==> config.mk <==
export PLATFORM = sky130hd
export DESIGN_NAME = prom_page_reader
export DESIGN_NICKNAME = d
export VERILOG_FILES = /design/src/rtl/prom_pkg.sv /design/src/rtl/prom_wait_timer.sv /design/src/rtl/prom_page_track.sv /design/src/rtl/prom_pin_map.sv /design/src/rtl/prom_page_reader.sv
export SDC_FILE = /design/constraint.sdc
export NUM_CORES = 1
export LEC_CHECK = 0
export ABC_AREA = 1
export ABC_CLOCK_PERIOD_IN_PS = 3400
export BUFFER_PORTS_ARGS = -buffer_cell sky130_fd_sc_hd__clkbuf_2
export CAP_MARGIN = 20
export CORE_AREA = 3 3 129 131
export CTS_CLUSTER_SIZE = 20
export DETAILED_ROUTE_END_ITERATION = 10
export DIE_AREA = 0 0 132 134
export PLACE_DENSITY = 0.56
export SYNTH_ARGS = -nofsm -noshare
export SYNTH_HDL_FRONTEND = slang
export SYNTH_SLANG_ARGS = --single-unit
==> constraint.sdc <==
create_clock -name clk -period 3.4 [get_ports clk]
set_clock_uncertainty 0.15 [all_clocks]
set_input_delay 0.68 -clock clk [delete_from_list [all_inputs] [get_ports clk]]
set_output_delay 0.68 -clock clk [all_outputs]
set_load 0.005 [all_outputs]
==> src/rtl/prom_pkg.sv <==
package prom_pkg;
  typedef enum logic [0:0] {S_IDLE = 1'b0, S_WAIT = 1'b1} prom_state_e;

  function automatic int cdiv(input int num, input int den);
    return (num + den - 1) / den;
  endfunction

  function automatic int imax(input int a, input int b);
    return (a > b) ? a : b;
  endfunction
endpackage

==> src/rtl/prom_wait_timer.sv <==
module prom_wait_timer #(
  parameter int TW = 4
) (
  input  logic          clk,
  input  logic          rst_n,
  input  logic          load,
  input  logic [TW-1:0] load_val,
  output logic          done
);
  logic [TW-1:0] cnt_q, cnt_d;

  always_comb begin
    cnt_d = cnt_q;
    if (load)
      cnt_d = load_val;
    else if (cnt_q != '0)
      cnt_d = cnt_q - 1'b1;
  end

  always_ff @(posedge clk or negedge rst_n) begin
    if (!rst_n) cnt_q <= '0;
    else        cnt_q <= cnt_d;
  end

  assign done = (cnt_q == '0);

  AST_TMR_RELOAD_AT_ZERO: assert property (@(posedge clk) disable iff (!rst_n)
    load |-> (cnt_q == '0));
endmodule

==> src/rtl/prom_page_track.sv <==
module prom_page_track #(
  parameter int ADDR_W = 21
) (
  input  logic            clk,
  input  logic            rst_n,
  input  logic            issue,
  input  logic            clear,
  input  logic [ADDR_W:0] cand_addr,
  input  logic            cand_byte,
  output logic            hit,
  output logic            open_vld
);
  localparam int PW = ADDR_W - 3;

  logic [PW-1:0] cand_page, page_q, page_d;
  logic          byte_q, byte_d, vld_q, vld_d;

  assign cand_page = cand_byte ? cand_addr[ADDR_W:4] : cand_addr[ADDR_W-1:3];

  always_comb begin
    page_d = page_q;
    byte_d = byte_q;
    vld_d  = vld_q;
    if (issue) begin
      page_d = cand_page;
      byte_d = cand_byte;
      vld_d  = 1'b1;
    end else if (clear) begin
      vld_d  = 1'b0;
    end
  end

  always_ff @(posedge clk or negedge rst_n) begin
    if (!rst_n) begin
      page_q <= '0;
      byte_q <= 1'b0;
      vld_q  <= 1'b0;
    end else begin
      page_q <= page_d;
      byte_q <= byte_d;
      vld_q  <= vld_d;
    end
  end

  assign hit      = vld_q && (page_q == cand_page) && (byte_q == cand_byte);
  assign open_vld = vld_q;
endmodule

==> src/rtl/prom_pin_map.sv <==
module prom_pin_map #(
  parameter int ADDR_W = 21
) (
  input  logic              elem_addr_0,
  input  logic [ADDR_W:1]   elem_addr_hi,
  input  logic              byte_mode,
  output logic [ADDR_W-1:0] rom_addr,
  output logic              rom_wide,
  output logic              rom_lsb,
  output logic              rom_lsb_drive
);
  always_comb begin
    if (byte_mode) begin
      rom_addr      = elem_addr_hi;
      rom_lsb       = elem_addr_0;
      rom_lsb_drive = 1'b1;
      rom_wide      = 1'b0;
    end else begin
      rom_addr      = {elem_addr_hi[ADDR_W-1:1], elem_addr_0};
      rom_lsb       = 1'b0;
      rom_lsb_drive = 1'b0;
      rom_wide      = 1'b1;
    end
  end
endmodule

==> src/rtl/prom_page_reader.sv <==
module prom_page_reader
  import prom_pkg::*;
#(
  parameter int ADDR_W    = 21,
  parameter int LEN_W     = 5,
  parameter int DATA_W    = 16,
  parameter int CLK_NS    = 8,
  parameter int ACC_NS    = 120,
  parameter int PAGE_NS   = 50,
  parameter int OE_NS     = 50,
  parameter int IDLE_HOLD = 4
) (
  input  logic              clk,
  input  logic              rst_n,
  input  logic              req_valid,
  output logic              req_ready,
  input  logic [ADDR_W:0]   req_addr,
  input  logic [LEN_W-1:0]  req_len,
  input  logic              req_byte,
  output logic              rd_valid,
  output logic [DATA_W-1:0] rd_data,
  output logic              rom_ce_n,
  output logic              rom_oe_n,
  output logic [ADDR_W-1:0] rom_addr,
  output logic              rom_wide,
  output logic              rom_lsb,
  output logic              rom_lsb_drive,
  input  logic [DATA_W-1:0] rom_data_in
);
  localparam int FULL_I   = cdiv(imax(ACC_NS, OE_NS), CLK_NS);
  localparam int PAGE_I   = cdiv(PAGE_NS, CLK_NS);
  localparam int TW       = $clog2(FULL_I + 1);
  localparam int HW       = $clog2(IDLE_HOLD + 1);
  localparam int HALF_W   = DATA_W / 2;
  localparam logic [TW-1:0] FULL_CYC = TW'(FULL_I);
  localparam logic [TW-1:0] PAGE_CYC = TW'(PAGE_I);
  localparam logic [HW-1:0] HOLD_CYC = HW'(IDLE_HOLD);

  // reset: asynchronous assert, synchronous release
  logic [1:0] rsync_q;
  logic       rst_s_n;
  always_ff @(posedge clk or negedge rst_n) begin
    if (!rst_n) rsync_q <= 2'b00;
    else        rsync_q <= {rsync_q[0], 1'b1};
  end
  assign rst_s_n = rsync_q[1];

  prom_state_e       state_q, state_d;
  logic [ADDR_W:0]   cur_q, cur_d, cur_inc;
  logic [LEN_W-1:0]  left_q, left_d;
  logic              byte_q, byte_d;
  logic              ce_q, ce_d, oe_q, oe_d;
  logic [HW-1:0]     hold_q, hold_d;
  logic              vld_q, vld_d;
  logic [DATA_W-1:0] data_q, data_d;

  logic              issue, clear, page_hit, open_vld, tmr_done;
  logic [ADDR_W:0]   cand_addr;
  logic              cand_byte;
  logic [TW-1:0]     load_val;

  assign cur_inc = cur_q + 1'b1;

  always_comb begin
    state_d   = state_q;
    cur_d     = cur_q;
    left_d    = left_q;
    byte_d    = byte_q;
    ce_d      = ce_q;
    oe_d      = oe_q;
    hold_d    = hold_q;
    vld_d     = 1'b0;
    data_d    = data_q;
    issue     = 1'b0;
    clear     = 1'b0;
    cand_addr = req_addr;
    cand_byte = req_byte;
    unique case (state_q)
      S_IDLE: begin
        if (req_valid) begin
          issue   = 1'b1;
          state_d = S_WAIT;
          cur_d   = req_addr;
          left_d  = req_len;
          byte_d  = req_byte;
          ce_d    = 1'b0;
          oe_d    = 1'b0;
        end else if (!ce_q) begin
          if (hold_q == '0) begin
            ce_d  = 1'b1;
            oe_d  = 1'b1;
            clear = 1'b1;
          end else begin
            hold_d = hold_q - 1'b1;
          end
        end
      end
      S_WAIT: begin
        cand_addr = cur_inc;
        cand_byte = byte_q;
        if (tmr_done) begin
          vld_d  = 1'b1;
          data_d = byte_q ? {{HALF_W{1'b0}}, rom_data_in[HALF_W-1:0]} : rom_data_in;
          if (left_q == '0) begin
            state_d = S_IDLE;
            hold_d  = HOLD_CYC;
          end else begin
            issue  = 1'b1;
            cur_d  = cur_inc;
            left_d = left_q - 1'b1;
          end
        end
      end
      default: state_d = S_IDLE;
    endcase
    load_val = page_hit ? PAGE_CYC : FULL_CYC;
  end

  always_ff @(posedge clk or negedge rst_s_n) begin
    if (!rst_s_n) begin
      state_q <= S_IDLE;
      cur_q   <= '0;
      left_q  <= '0;
      byte_q  <= 1'b0;
      ce_q    <= 1'b1;
      oe_q    <= 1'b1;
      hold_q  <= '0;
      vld_q   <= 1'b0;
      data_q  <= '0;
    end else begin
      state_q <= state_d;
      cur_q   <= cur_d;
      left_q  <= left_d;
      byte_q  <= byte_d;
      ce_q    <= ce_d;
      oe_q    <= oe_d;
      hold_q  <= hold_d;
      vld_q   <= vld_d;
      data_q  <= data_d;
    end
  end

  prom_wait_timer #(.TW(TW)) u_timer (
    .clk(clk), .rst_n(rst_s_n), .load(issue), .load_val(load_val), .done(tmr_done)
  );

  prom_page_track #(.ADDR_W(ADDR_W)) u_track (
    .clk(clk), .rst_n(rst_s_n), .issue(issue), .clear(clear),
    .cand_addr(cand_addr), .cand_byte(cand_byte), .hit(page_hit), .open_vld(open_vld)
  );

  prom_pin_map #(.ADDR_W(ADDR_W)) u_pins (
    .elem_addr_0(cur_q[0]), .elem_addr_hi(cur_q[ADDR_W:1]), .byte_mode(byte_q),
    .rom_addr(rom_addr), .rom_wide(rom_wide), .rom_lsb(rom_lsb), .rom_lsb_drive(rom_lsb_drive)
  );

  assign req_ready = (state_q == S_IDLE);
  assign rd_valid  = vld_q;
  assign rd_data   = data_q;
  assign rom_ce_n  = ce_q;
  assign rom_oe_n  = oe_q;

  AST_ENABLES_IN_BURST: assert property (@(posedge clk) disable iff (!rst_s_n)
    (state_q == S_WAIT) |-> (!rom_ce_n && !rom_oe_n));
  AST_ADDR_HELD_WAIT: assert property (@(posedge clk) disable iff (!rst_s_n)
    (state_q == S_WAIT && !tmr_done) |=> ($stable(rom_addr) && $stable(rom_lsb)));
  AST_BEATS_SPACED: assert property (@(posedge clk) disable iff (!rst_s_n)
    rd_valid |=> !rd_valid);
  AST_OPEN_PAGE_NEEDS_CE: assert property (@(posedge clk) disable iff (!rst_s_n)
    open_vld |-> !rom_ce_n);
  AST_NO_ACCEPT_BUSY: assert property (@(posedge clk) disable iff (!rst_s_n)
    (!req_ready && !rd_valid) |=> $stable(rom_wide));
endmodule

==> results of run 1 <==
-- worst max-delay path, stage by stage (launching register included) --
cell and delay [ns]:
dfrtp_1 0.39, inv_1 0.11, ha_1 0.17, nand3_1 0.17, nor2_1 0.13, buf_4 0.20, a21oi_2 0.08, buf_4 0.23
nor2_1 0.12, nand3_1 0.09, nor2_1 0.11, nand2_1 0.05, nor2_1 0.13, nand3_1 0.08, nor2_1 0.12, nor2_1 0.05
-- flip-flops by register name, indices dropped and copies added (netlist names) --
name and flops:
byte_q 1, cur_q 22, hold_q 3, left_q 5
rd_data 16, rd_valid 1, rom_ce_n 1, rom_oe_n 1
rsync_q 2, state_q 1, u_timer.cnt_q 4, u_track.byte_q 1
u_track.open_vld 1, u_track.page_q 18
-- layout make-up --
class,instances,area share (%)
timing repair buffer,100,9.50
clock inverter,5,0.731
clock buffer,11,4.17
inverter,64,4.13
sequential,77,33.2
tap,216,4.64
multi-input combinational,536,43.6
-- power breakdown --
group / leakage [nW] / total [mW] / switching, mW / internal (mW)
sequential: 0.944 / 1.68 / 0.349 / 1.33
combinational: 1.77 / 2.62 / 1.65 / 0.970
clock: 0.137 / 0.930 / 0.408 / 0.523
-- timing repair --
| action | CTS | global route |
|---|---|---|
| hold buffers | 1 | 0 |
| setup buffers | 0 | 0 |
| endpoints found under the setup margin | 0 | 0 |
| hold endpoints to repair | 2 | 0 |
-- final timing paths --
path                                                 to  slack (ns)
setup / recovery           u_timer.cnt_q[3]$_DFFE_PN0P_        0.91
hold / removal                   rd_data[4]$_DFFE_PN0P_        0.14
setup reg to reg           u_timer.cnt_q[3]$_DFFE_PN0P_        0.91
hold reg to reg                  rd_data[4]$_DFFE_PN0P_        0.14
max in group asynchronous         cur_q[13]$_DFFE_PN0P_        2.36
min in group clk                   rsync_q[1]$_DFF_PN0_        0.21
-- metrics by stage --
stage | setup slack, ns | instances | instance area, um^2 | power (mW) | util [%]
finish | 0.905 | 1009 | 5820 | 5.23 | 37.1
global route | 0.573 | 1009 | 5820 | 5.79 | 37.1
CTS | 0.842 | 1008 | 5800 | 5.29 | 36.9
detailed placement | 0.818 | 991 | 5510 | 4.33 | 35.0
global placement | 0.863 | 991 | 5510 | 4.32 | 35.0
floorplan | 0.950 | 705 | 4830 | 3.47 | -
-- synth_stat cells, types with 3 or more instances --
master / count
a21oi_1: 5
nand2_1: 234
o21ai_1: 3
ha_1: 6
inv_1: 60
a31oi_1: 3
o21ai_0: 78
nand3_2: 3
a32o_1: 8
nand3b_1: 3
nor2_4: 5
buf_1: 4
nor2_2: 3
or2_2: 14
nand3_1: 109
buf_2: 11
nand4_1: 6
dfrtp_1: 75
clkbuf_1: 12
nor2_1: 41
-- cells by family after synthesis --
kind of cell,synth area share [%]
DFF,40.0
buffers and inverters,7.51
adders and majority gates,1.55
AOI/OAI and AO/OA,12.1
other,0.0777
and+or+nand+nor,38.6
xor gates and xnor gates,0.181
-- metal layers --
metal  global-route usage [%]  vias to the layer above  share of wire (%)
met1                     21.4                     2119                 50
li1                         -                     2472                  -
met5                        0                        -                  0
met2                     24.5                       86                 45
met4                     5.89                        0                1.5
met3                     2.66                       12                4.1
==> results.toml, run 1 <==
[status]
outcome = "finished, final reports clean"

[clocking]
clk_pin_slew_worst_paths_ns = 0.07
cts.sink_count = 77
cts_tree = "built"
cts_made_buffers = 9
cts.repair.resized = 0
cts_buffer_depth = 2
clkLatencyLatePin_ns = 0.34
clock-root-buffer = "clkbuf_16"
ctsHtreeMaxLevel = 3

[global_route]
grt_pass1_vias = 4465
antenna_found_initial = 0
grt_max_degree = 76
grt_pass1_wl_um = 22300
gr-total-overflow = 0
grt_usage_pct = 15.5

[floorplan]
die_width_um = 132
start_util_pct = 30.7
die-height_um = 134
core.rowCount = 46
pin_count = 91
coreArea_mm2 = 0.0157
design.die.area_mm2 = 0.0177

[hold_path]
hp-class = "reg -> async"

[job]
drv_cap = 0

[finish]
final_cell_mix = "nand2_1 (234), nand3_1 (109), clkbuf_2 (90)"
multiInputGateArea_mm2 = 0.00254
diodes = 0
layout-drive-gt1-share_pct = 18.5
regArea_mm2 = 0.00193
fin_nets = 841
n_fill_cell = 1699
area_delta_synth_final_pct = 20.6
final_common_cell = "nand2_1"

[yosys]
syn-num-nets = 758
yosys.area.top_type = "dfrtp_1"
ys_types = 35
syn_inst = 705
yosys-top-cells-area = "dfrtp_1 (39%), nand2_1 (18%), nand3_1 (11%), o21ai_0 (8.1%), inv_1 (4.7%)"
synth_area_mm2 = 0.00483
syn_avg_cell_area_um2 = 6.85
synth_seq_area_share_pct = 40.0
ys.warnings.count = 0
synth_ff_type = "dfrtp_1"
synth-edff-count = 0
synthArstFlopShare_pct = 100
ys_ff_latch = 77
synth_top_area_share_pct = 38.9

[routing]
viasPerCell = 4.65
vias = 4689
drt_first_iter_violations = 298
drc_errors = 0
wl_um = 13400
firstDrtPassIters = 4
postRouteAntennaNets = 0
wl_per_cell_um = 13.3

[timing]
grt_setup_unrepaired = "no"
fin_crit_sh_pct = 73.4
hold_viol_final = 0
slew_violations = 0
fin_crit_ns = 2.49
fin_setup_tns_ns = 0
whs_ns = 0.137
timing.fmax_ghz = 0.401
setup_viol = 0

[critical_path]
crit_type = "reg -> reg"
r2r_start = "u_timer.cnt_q[0]$_DFFE_PN0P_"
required_ns = 3.47
reg2regPathDepth = 15
worst_setup_path_start_kind = "flop"
cp.arrival_ns = 2.57
critPathMaxFanout = 29
cp-startpoint = "u_timer.cnt_q[0]$_DFFE_PN0P_"
cp-end-kind = "flop"

[place]
dp_hpwl_um = 10000
place_congestion = 0.843
place.port_buffers = 90

[power]
ir_drop_v = 0.000375
leakagePower_nw = 2.85
power_per_cell_area_mw_per_mm2 = 898
Power figures use the tool's default switching activity.
==> inputs of run 2 (changes only) <==
--- a/config.mk
+++ b/config.mk
@@ -6,14 +6,14 @@
 export NUM_CORES = 1
 export LEC_CHECK = 0
 export ABC_AREA = 1
-export ABC_CLOCK_PERIOD_IN_PS = 3400
+export ABC_CLOCK_PERIOD_IN_PS = 2100
 export BUFFER_PORTS_ARGS = -buffer_cell sky130_fd_sc_hd__clkbuf_2
 export CAP_MARGIN = 20
 export CORE_AREA = 3 3 129 131
 export CTS_CLUSTER_SIZE = 20
 export DETAILED_ROUTE_END_ITERATION = 10
 export DIE_AREA = 0 0 132 134
-export PLACE_DENSITY = 0.56
+export PLACE_DENSITY = 0.58
 export SYNTH_ARGS = -nofsm -noshare
 export SYNTH_HDL_FRONTEND = slang
 export SYNTH_SLANG_ARGS = --single-unit
==> constraint.sdc (replaced) <==
create_clock -name clk -period 2.1 [get_ports clk]
set_clock_uncertainty 0.15 [all_clocks]
set_input_delay 0.42 -clock clk [delete_from_list [all_inputs] [get_ports clk]]
set_output_delay 0.42 -clock clk [all_outputs]
set_load 0.005 [all_outputs]
==> run 2 against run 1 <==
Effect of this change: clock power rose by 67%; critical path type unchanged; maximum frequency rose by 6.9%; critical path depth fell by 2; the flow now finishes with violations (negative setup slack); wire length rose by 16%; register-to-register slack got worse by 1.1 ns; non-clock buffer count rose by 96; sequential share of layout area fell by 5.6 points; total power rose by 100%; clock-buffer cell count did not move; critical endpoint unchanged.
==> results.toml, run 2 (synthesis results as in run 1) <==
[timing]
worst_slack_ns = -0.233
setup_viol = 3
slew_violations = 0
hold_viol_final = 0
timing.fmax_ghz = 0.429
whs_ns = 0.127
grt_setup_unrepaired = "yes"
fin_crit_ns = 2.33
fin_crit_sh_pct = 111

[finish]
final_cell_mix = "nand2_1 (213), clkbuf_2 (90), nand3_1 (85)"
diodes = 0
top_register = "cur_q"
layout-drive-gt1-share_pct = 35.0
largest_reg_flops = 22
area_delta_synth_final_pct = 45.3
fin_nets = 937
final_common_cell = "nand2_1"
final_cells = 1105
n_fill_cell = 1562
final_util_pct = 44.7

[critical_path]
cp-end-kind = "flop"
crit_buf_inv = 1
cp_cell_sequence = "ha_4, nand2_4, buf_4, o211ai_1, nand3_1, nand3_2, nand3_2, nor2_2, nand2_1, nor2_2, nand3_2, nor2_2, nor2_1"
crit_cells = 13
cp.arrival_ns = 2.40
cp-startpoint = "cur_q[1]$_DFFE_PN0P_"
slowest_stage = "dfrtp_1"
r2r_end = "u_timer.cnt_q[3]$_DFFE_PN0P_"
reg2reg_setup_slack_ns = -0.23
worstSetupEndpoint = "u_timer.cnt_q[3]$_DFFE_PN0P_"
crit_type = "reg -> reg"
critPathMaxFanout = 3
r2r_start = "cur_q[1]$_DFFE_PN0P_"
worst_setup_path_start_kind = "flop"
crit_family = "simple AND/OR/NAND/NOR gates"
reg2regPathDepth = 13
max_stage_delay_ns = 0.41
required_ns = 2.17

[routing]
vias = 5251
postRouteAntennaNets = 0
viasPerCell = 4.75
wl_per_cell_um = 14.0
drc_errors = 0
firstDrtPassIters = 5
wl_um = 15500
drt_first_iter_violations = 366

[floorplan]
start_util_pct = 30.7
pin_count = 91
design.die.area_mm2 = 0.0177
core.rowCount = 46
coreArea_mm2 = 0.0157
die-height_um = 134
die_width_um = 132

[clocking]
clock-root-buffer = "clkbuf_16"
clkLatencyLatePin_ns = 0.34
cts.sink_count = 77
cts_buffer_depth = 2
cts_made_buffers = 9
ctsHtreeMaxLevel = 3
cts_tree = "built"
clk_pin_slew_worst_paths_ns = 0.07

[global_route]
antenna_found_initial = 0
grt_max_degree = 76
grt_pass1_wl_um = 24700
gr-total-overflow = 0
grt_usage_pct = 17.0
grt_pass1_vias = 4924

[power]
power_per_cell_area_mw_per_mm2 = 1510
ir_drop_v = 0.000511
p_total_mw = 10.6
leakagePower_nw = 3.46

[place]
place.port_buffers = 90
place_congestion = 0.826
placed_cells = 1058
post-place-ws_ns = -0.227
dp_hpwl_um = 10500

[job]
drv_cap = 0

[hold_path]
hp-class = "in -> reg"

[status]
outcome = "finished with violations"
violations = "negative setup slack"
-- run 2: area by class of cell --
class | instances | area (um^2) | area share [%]
Tap cell | 216 | 270 | 3.85
Inverter | 64 | 246 | 3.51
Timing Repair Buffer | 196 | 1430 | 20.4
Clock inverter | 5 | 62.6 | 0.891
Multi-Input combinational cell | 536 | 2840 | 40.4
Sequential cell | 77 | 1940 | 27.6
Clock buffer | 11 | 233 | 3.32
-- run 2: how the worst min path moves through the flow --
stage / startpoint / end / slack [ns] / cells after the start
floorplan: rst_n / rsync_q[0]$_DFF_PN0_ / -0.03 / 0
global placement: rst_n / rsync_q[0]$_DFF_PN0_ / 0.06 / 1
detailed placement: rst_n / rsync_q[0]$_DFF_PN0_ / 0.06 / 1
CTS: rom_data_in[4] / rd_data[4]$_DFFE_PN0P_ / 0.12 / 3
global route: rom_data_in[2] / rd_data[2]$_DFFE_PN0P_ / 0.13 / 3
finish: rom_data_in[4] / rd_data[4]$_DFFE_PN0P_ / 0.13 / 3
-- run 2: report_power, final --
group          internal, mW  switching, mW
registers              2.16          0.561
clock network         0.925          0.625
logic                  2.96           3.40
-- run 2: worst min-delay path, delay by kind of cell --
family | cells | cell delay [ns]
simple gates | 2 | 0.09
buf+inv | 1 | 0.07
-- run 2: layer usage --
metal	track usage [%]	vias to the layer above	routed length (um)
met4	5.66	0	274
met5	0	-	0
met2	26.6	131	7160
li1	-	2669	-
met1	23.9	2434	7410
met3	2.96	17	658
-- run 2: metrics by stage --
step	area (um^2)	TNS [ns]
2_1_floorplan	4830	0
3_3_place_gp	6050	-0.204
3_5_place_dp	6050	-0.273
4_1_cts	6680	-0.207
5_1_grt	7020	-0.606
6_report	7020	-0.287
-- run 2: timing repair --
item	in CTS	in global routing
setup endpoints to repair	32	67
pin swaps	28	25
hold buffers	1	0
hold endpoints to repair	2	0
buffers inserted	13	12
gates cloned	1	5
gates resized for setup	52	68
